**src/rtl/bcd_cnt_pkg.sv**
```systemverilog
package bcd_cnt_pkg;
  localparam int DIGIT_W = 4;
  typedef logic [DIGIT_W-1:0] digit_t;

  function automatic digit_t digit_top(input bit mod6);
    return mod6 ? digit_t'(5) : digit_t'(9);
  endfunction
endpackage

```
**src/rtl/bcd_digit_step.sv**
```systemverilog
module bcd_digit_step
  import bcd_cnt_pkg::*;
#(
  parameter bit MOD6 = 1'b0
) (
  input  digit_t d_i,
  input  logic   up_i,
  input  logic   en_i,
  output digit_t d_o,
  output logic   term_o
);
  localparam digit_t TOP = digit_top(MOD6);

  // terminal digit: the one that passes a step on to the next decade
  assign term_o = up_i ? (d_i == TOP) : (d_i == '0);

  always_comb begin
    if (!en_i)     d_o = d_i;
    else if (up_i) d_o = term_o ? '0  : d_i + digit_t'(1);
    else           d_o = term_o ? TOP : d_i - digit_t'(1);
  end
endmodule

```
**src/rtl/bcd_clear_sync.sv**
```systemverilog
module bcd_clear_sync #(
  parameter int STAGES = 2
) (
  input  logic clk_i,
  input  logic rst_ni,
  input  logic clear_i,
  output logic rst_no
);
  logic             arst_n;
  logic [STAGES-1:0] sync_q;

  assign arst_n = rst_ni & ~clear_i;

  // assert immediately, release on a clock
  always_ff @(posedge clk_i or negedge arst_n) begin
    if (!arst_n) sync_q <= '0;
    else         sync_q <= {sync_q[STAGES-2:0], 1'b1};
  end

  assign rst_no = sync_q[STAGES-1];
endmodule

```
**src/rtl/bcd_updown_compare.sv**
```systemverilog
module bcd_updown_compare
  import bcd_cnt_pkg::*;
#(
  parameter int           NDIG      = 6,
  parameter logic [5:0]   MOD6_MASK = 6'b000000,
  parameter int           SYNC_STG  = 2
) (
  input  logic                    clk_i,
  input  logic                    rst_ni,
  input  logic                    count_i,
  input  logic                    up_i,
  input  logic                    inhibit_i,
  input  logic                    clear_i,
  input  logic                    ld_cnt_i,
  input  logic                    ld_reg_i,
  input  logic [$clog2(NDIG)-1:0] ld_sel_i,
  input  logic [DIGIT_W-1:0]      ld_data_i,
  input  logic                    blank_i,
  output logic [NDIG*DIGIT_W-1:0] digits_o,
  output logic                    zero_o,
  output logic                    equal_o,
  output logic                    carry_o
);
  localparam int SELW = $clog2(NDIG);

  logic                     cnt_rst_n;
  logic                     count_q, supp_q;
  logic                     zero_q, eq_q, carry_q;
  logic                     edge_w, adv_w, wrap_w, sel_ok_w;
  logic [NDIG-1:0]          term_w, en_w;
  digit_t [NDIG-1:0]        cnt_q, reg_q, nxt_w;

  bcd_clear_sync #(.STAGES(SYNC_STG)) u_clr (
    .clk_i  (clk_i),
    .rst_ni (rst_ni),
    .clear_i(clear_i),
    .rst_no (cnt_rst_n)
  );

  for (genvar i = 0; i < NDIG; i++) begin : g_dig
    if (i == 0) begin : g_lsd
      assign en_w[i] = 1'b1;
    end else begin : g_up
      assign en_w[i] = &term_w[i-1:0];  // lookahead over all lower digits
    end
    bcd_digit_step #(.MOD6(MOD6_MASK[i])) u_step (
      .d_i   (cnt_q[i]),
      .up_i  (up_i),
      .en_i  (en_w[i]),
      .d_o   (nxt_w[i]),
      .term_o(term_w[i])
    );
    p_digit_range_r8: assert property (@(posedge clk_i) disable iff (!cnt_rst_n)
      cnt_q[i] <= digit_top(MOD6_MASK[i]));
  end

  assign wrap_w   = &term_w;
  assign edge_w   = count_i & ~count_q;
  assign adv_w    = edge_w & ~inhibit_i & ~ld_cnt_i;
  assign sel_ok_w = int'(ld_sel_i) < NDIG;

  always_ff @(posedge clk_i or negedge rst_ni) begin
    if (!rst_ni) begin
      count_q <= 1'b0;
      supp_q  <= 1'b0;
      reg_q   <= '0;
    end else begin
      count_q <= count_i;
      if (ld_cnt_i || ld_reg_i) supp_q <= 1'b1;
      else if (blank_i)         supp_q <= 1'b0;
      if (ld_reg_i && sel_ok_w) reg_q[ld_sel_i] <= ld_data_i;
    end
  end

  always_ff @(posedge clk_i or negedge cnt_rst_n) begin
    if (!cnt_rst_n) begin
      cnt_q   <= '0;
      zero_q  <= 1'b0;
      eq_q    <= 1'b0;
      carry_q <= 1'b0;
    end else begin
      if (ld_cnt_i && sel_ok_w) cnt_q[ld_sel_i] <= ld_data_i;
      else if (adv_w)           cnt_q <= nxt_w;

      if (adv_w)                     carry_q <= wrap_w;
      else if (count_q && !count_i)  carry_q <= 1'b0;

      if (ld_cnt_i)   zero_q <= 1'b0;
      else if (adv_w) zero_q <= (nxt_w == '0);

      if (ld_cnt_i || ld_reg_i || supp_q) eq_q <= 1'b0;
      else if (adv_w)                     eq_q <= (nxt_w == reg_q);
    end
  end

  assign digits_o = cnt_q;
  assign zero_o   = zero_q;
  assign equal_o  = eq_q;
  assign carry_o  = carry_q;

  p_inhibit_hold_r3: assert property (@(posedge clk_i) disable iff (!cnt_rst_n)
    (inhibit_i && !ld_cnt_i) |=> $stable(digits_o));
  p_carry_fall_r5: assert property (@(posedge clk_i) disable iff (!rst_ni)
    !count_i |=> !carry_o);
  p_zero_load_r6: assert property (@(posedge clk_i) disable iff (!rst_ni)
    ld_cnt_i |=> !zero_o);
  p_equal_load_r7: assert property (@(posedge clk_i) disable iff (!rst_ni)
    (ld_cnt_i || ld_reg_i) |=> !equal_o);
  p_load_write_r9: assert property (@(posedge clk_i) disable iff (!cnt_rst_n)
    (ld_cnt_i && sel_ok_w) |=> cnt_q[$past(ld_sel_i)] == $past(ld_data_i));
endmodule

```
**config.mk**
```make
export PLATFORM = sky130hd
export DESIGN_NAME = bcd_updown_compare
export DESIGN_NICKNAME = d
export VERILOG_FILES = /design/src/rtl/bcd_cnt_pkg.sv /design/src/rtl/bcd_digit_step.sv /design/src/rtl/bcd_clear_sync.sv /design/src/rtl/bcd_updown_compare.sv
export SDC_FILE = /design/constraint.sdc
export NUM_CORES = 1
export LEC_CHECK = 0
export ABC_AREA = 1
export BUFFER_PORTS_ARGS = -buffer_cell sky130_fd_sc_hd__clkbuf_2
export CORE_ASPECT_RATIO = 0.9
export CORE_UTILIZATION = 64
export DETAILED_ROUTE_END_ITERATION = 10
export PLACE_DENSITY_LB_ADDON = 0.1
export REMOVE_ABC_BUFFERS = 1
export SETUP_SLACK_MARGIN = 0.15
export SYNTH_ARGS = -nofsm -noshare
export SYNTH_HDL_FRONTEND = slang
export SYNTH_SLANG_ARGS = --single-unit
```
**constraint.sdc**
```tcl
create_clock -name clk_i -period 2 [get_ports clk_i]
set_input_delay 0.4 -clock clk_i [delete_from_list [all_inputs] [get_ports clk_i]]
set_output_delay 0.4 -clock clk_i [all_outputs]
set_load 0.03 [all_outputs]
```
==> metrics <==
effective utilization at floorplan 0.6772; final weighted congestion of routability-driven global placement 0.9421; Post-Synth Adder-Cell Area 0.05881; share of the synthesized netlist area taken by xor and xnor gates 0.03293; Max Clock Freq slightly below 0.4 GHz; CP arrival between 2 and 3 ns; Final nets 790; Syn Area/Cell between 6 and 7 µm²; FP Rows 27; Routed Wire Length 17330 µm; wire length of the first global-routing pass 23370 µm; depth of the worst register-to-register path 16; skew final about 0.012 ns; max_cap viols 0; TritonCTS clock tree built; height of the chip 79.36 µm; minimum clock period after layout 2.593 ns; top cells by area in the synthesized netlist dfrtp_1 32%, nand2_1 20%, nand3_1 7.2%, ha_1 5.9%, inv_1 5.4%; most common flop cell mapped by yosys dfrtp_1; overall track demand over capacity in global routing 0.4432; Total Die Area 6979 µm²; Skew-Pair Late Insertion Delay 0.33 ns; PD cells 1043 nW/µm²; leakage power of the design approximately 3 nW; worst voltage drop across the vdd grid around 0.9 mV; residual DRC count 0; number of synthesized register bits 55; die boundary width just under 90 µm; unrepaired setup endpoints after global routing true; number of clock sinks 55; fraction of final layout cells with drive strength greater than 1 0.2940; cell chain of the critical path inv_2, ha_4, nand2_1, nor2_2, nor2_4, nor2_8, nand3_4, nand2_2, nand2_2, nand2_1, nand2_1, nor2_1, nand2_1, nor2_1, nand4_1, nand2_1; via/cell ratio 6.638; actual slew at the worst max-slew pin 0.7348 ns; launching instance or port of the critical path digits_o[4]$_DFFE_PN0P_; worst hold-check path type in2async; Filler Cell Count 290; flop-to-flop setup slack -0.59 ns; relative contribution of sequential cells to total power 0.269; share of Yosys cell area claimed by the top area cell type 0.3234; commonest cells in the synthesized netlist 232 x nand2_1, 61 x inv_1, 61 x nand3_1, 55 x dfrtp_1, 44 x nor2_1; clock transition at the registers of the reported paths 0.11 ns; antenna violations before repair 0; first-iteration detailed-routing DRC count 997; pin count of the biggest net entering global routing 28; endpoint of the lowest-slack register-to-register path equal_o$_DFFE_PN0P_; pins over their slew limit 0; Post-Place Cell Area just over 5000 µm²; Clock Path Buffers 2; launching point of the worst reg2reg path digits_o[4]$_DFFE_PN0P_; proportion of synthesized area in mux cells 0; Clk pwr share 0.138; vias in the first global route ~4900; total gr overflow 0; capture point of the worst path equal_o$_DFFE_PN0P_; Synth Area in Simple Gates 0.4052; fraction of registers with async set or reset after synthesis 1.000; tightest slew margin relative to the limit 0.5064; cell at the root of the clock tree clkbuf_8; H-tree depth 2; Area Growth Syn to Fin 33.64%; sequential-to-total area share from yosys stat 0.3234; number of synthesized flops with an enable pin 0; crit end category register; switching power 0.002805 W; gate count of the mapped netlist 625; residual antenna-violating net count after detailed routing 0; setup slack after layout -0.5930 ns; biggest fanout along the worst timing path 4; most numerous cell in the Yosys netlist nand2_1; summed area of non-filler cells in the final layout about 5700 µm²; number of I/O pins 43; area occupied by multi-input gates around 2900 µm²; internal power approximately 0.0031 W; number of different library cells in the post-synthesis netlist 37; power share of the combinational group 0.593; post-route clock period utilization 1.297; cts bufs inserted 5; Ant. Diodes 0; path type of the worst setup path reg2reg; most area-hungry cell type in the Yosys netlist dfrtp_1; cell at the slowest stage of the critical path dfrtp_2; Sw Share 0.4727; smallest hold slack 0.09513 ns; CP startpoint kind register; Sequential cell area 1378 µm²; Wirelength per Cell 20.59 µm; outcome finished with violations; YS warnings 0; crit-path most repeated cell nand2_1; Core Box Area 6284 µm²; number of vias in the routed layout 5589; Worst path max stage delay 0.47 ns; Placed Instances 814; number of non-filler instances in the completed layout 842; compound-gate portion of the synthesized area 0.1064; worst endpoint required time 2.27 ns; number of endpoints failing setup at the final stage 7; failing checks setup timing; final hold viol count 0; Post-Synthesis Cell Area 4255 µm²; dominant combinational cell family by area after synthesis simple AND/OR/NAND/NOR gates; Final HPWL DP ~9700 µm; count of buffers inserted at the top-level ports 42; number of detailed-routing iterations run before antenna repair 11
[routing by layer]
metal  vias to the layer above  GRT usage  part of all wire
li1                       2307          -                 -
met3                       198    0.09875              0.15
met2                       614     0.6992              0.43
met4                         0     0.2656             0.086
met1                      2470     0.5539              0.34
met5                         -          0                 0
[cell type report]
type,instances,share of cell area
inverter,67,0.04510
timing repair buffer,132,0.1681
sequential,55,0.2422
clock inverter,2,0.006161
multi-input combinational,493,0.5047
clock buffer,6,0.01452
tap,87,0.01914
[sequential cells by signal, summed over array words and instances, names as in the netlist]
name	flops
reg_q	24
u_clr.sync_q	2
count_q	1
supp_q	1
digits_o	24
zero_o	1
equal_o	1
carry_o	1
[repair_timing]
item / CTS / global route
gates resized for setup: 47 / 40
hold endpoints to repair: 2 / 0
pin swaps: 17 / 24
buffers inserted: 12 / 7
hold buffers: 1 / 0
endpoints found under the setup margin: 13 / 20
[stage by stage]
step                worst slack, ns  total power, W  utilization  setup TNS, ns
detailed placement          -0.3195        0.004349       0.8051        -0.5764
floorplan                   -0.1560        0.003287            -        -0.2839
finish                      -0.5930        0.005933       0.9050         -1.393
CTS                         -0.1797        0.005357       0.8684        -0.2887
global placement            -0.1514        0.004239       0.8051        -0.2842
global route                -0.5419        0.006165       0.9050         -1.647
[how the worst min path moves through the flow]
stage                                         end  slack (ns)  depth (start not counted)
after floorplan                 count_q$_DFF_PN0_        0.10                          0
after global placement    digits_o[0]$_DFFE_PN0P_        0.26                          0
after detailed placement  digits_o[0]$_DFFE_PN0P_        0.27                          0
after CTS                   reg_q[19]$_DFFE_PN0P_        0.12                          1
after global routing        reg_q[16]$_DFFE_PN0P_        0.15                          1
final                        reg_q[3]$_DFFE_PN0P_         0.1                          1
[critical path: cells and delay by family (launching register included)]
kind,cells,cell delay (ns)
DFF,1,0.47
adders and majority gates,1,0.14
buffers and inverters,1,0.10
and+or+nand+nor,14,1.79
[kinds of logic (layout without fill, tap and decap cells)]
| family | after synthesis | count (layout) |
|---|---|---|
| XOR/XNOR | 16 | 16 |
| AND/OR/NAND/NOR | 383 | 383 |
| other | 1 | 1 |
| flip-flops | 55 | 55 |
| AO/OA/AOI/OAI | 73 | 73 |
| buffers and inverters | 77 | 207 |
| adder cells (fa/ha/maj) | 20 | 20 |
[cells in the final DEF (no fill, tap or decap), drive strengths merged]
master       count
buf             89
nand2          240
nor2            49
nor3             6
inv             67
xnor2            7
bufinv           1
clkinv           1
or2              1
conb             1
nand3           64
a21boi           1
o211ai          14
o22ai            1
nand3b           7
o21ai           41
xor2             9
clkbuf          48
dfrtp           55
nand4           15
dlygate4sd3      1
ha              20
nor4             1
o221ai          12
a21oi            4
[power by group through the flow]
stage / sequential [W] / clock, W / combinational, W
after floorplan: 0.00183 / 0 / 0.00145
after global placement: 0.00155 / 0 / 0.00269
after detailed placement: 0.00157 / 0 / 0.00278
after CTS: 0.00156 / 0.000768 / 0.00303
after global routing: 0.00161 / 0.000837 / 0.00372
final: 0.00159 / 0.000818 / 0.00352
(Power assumes the default switching activity.)
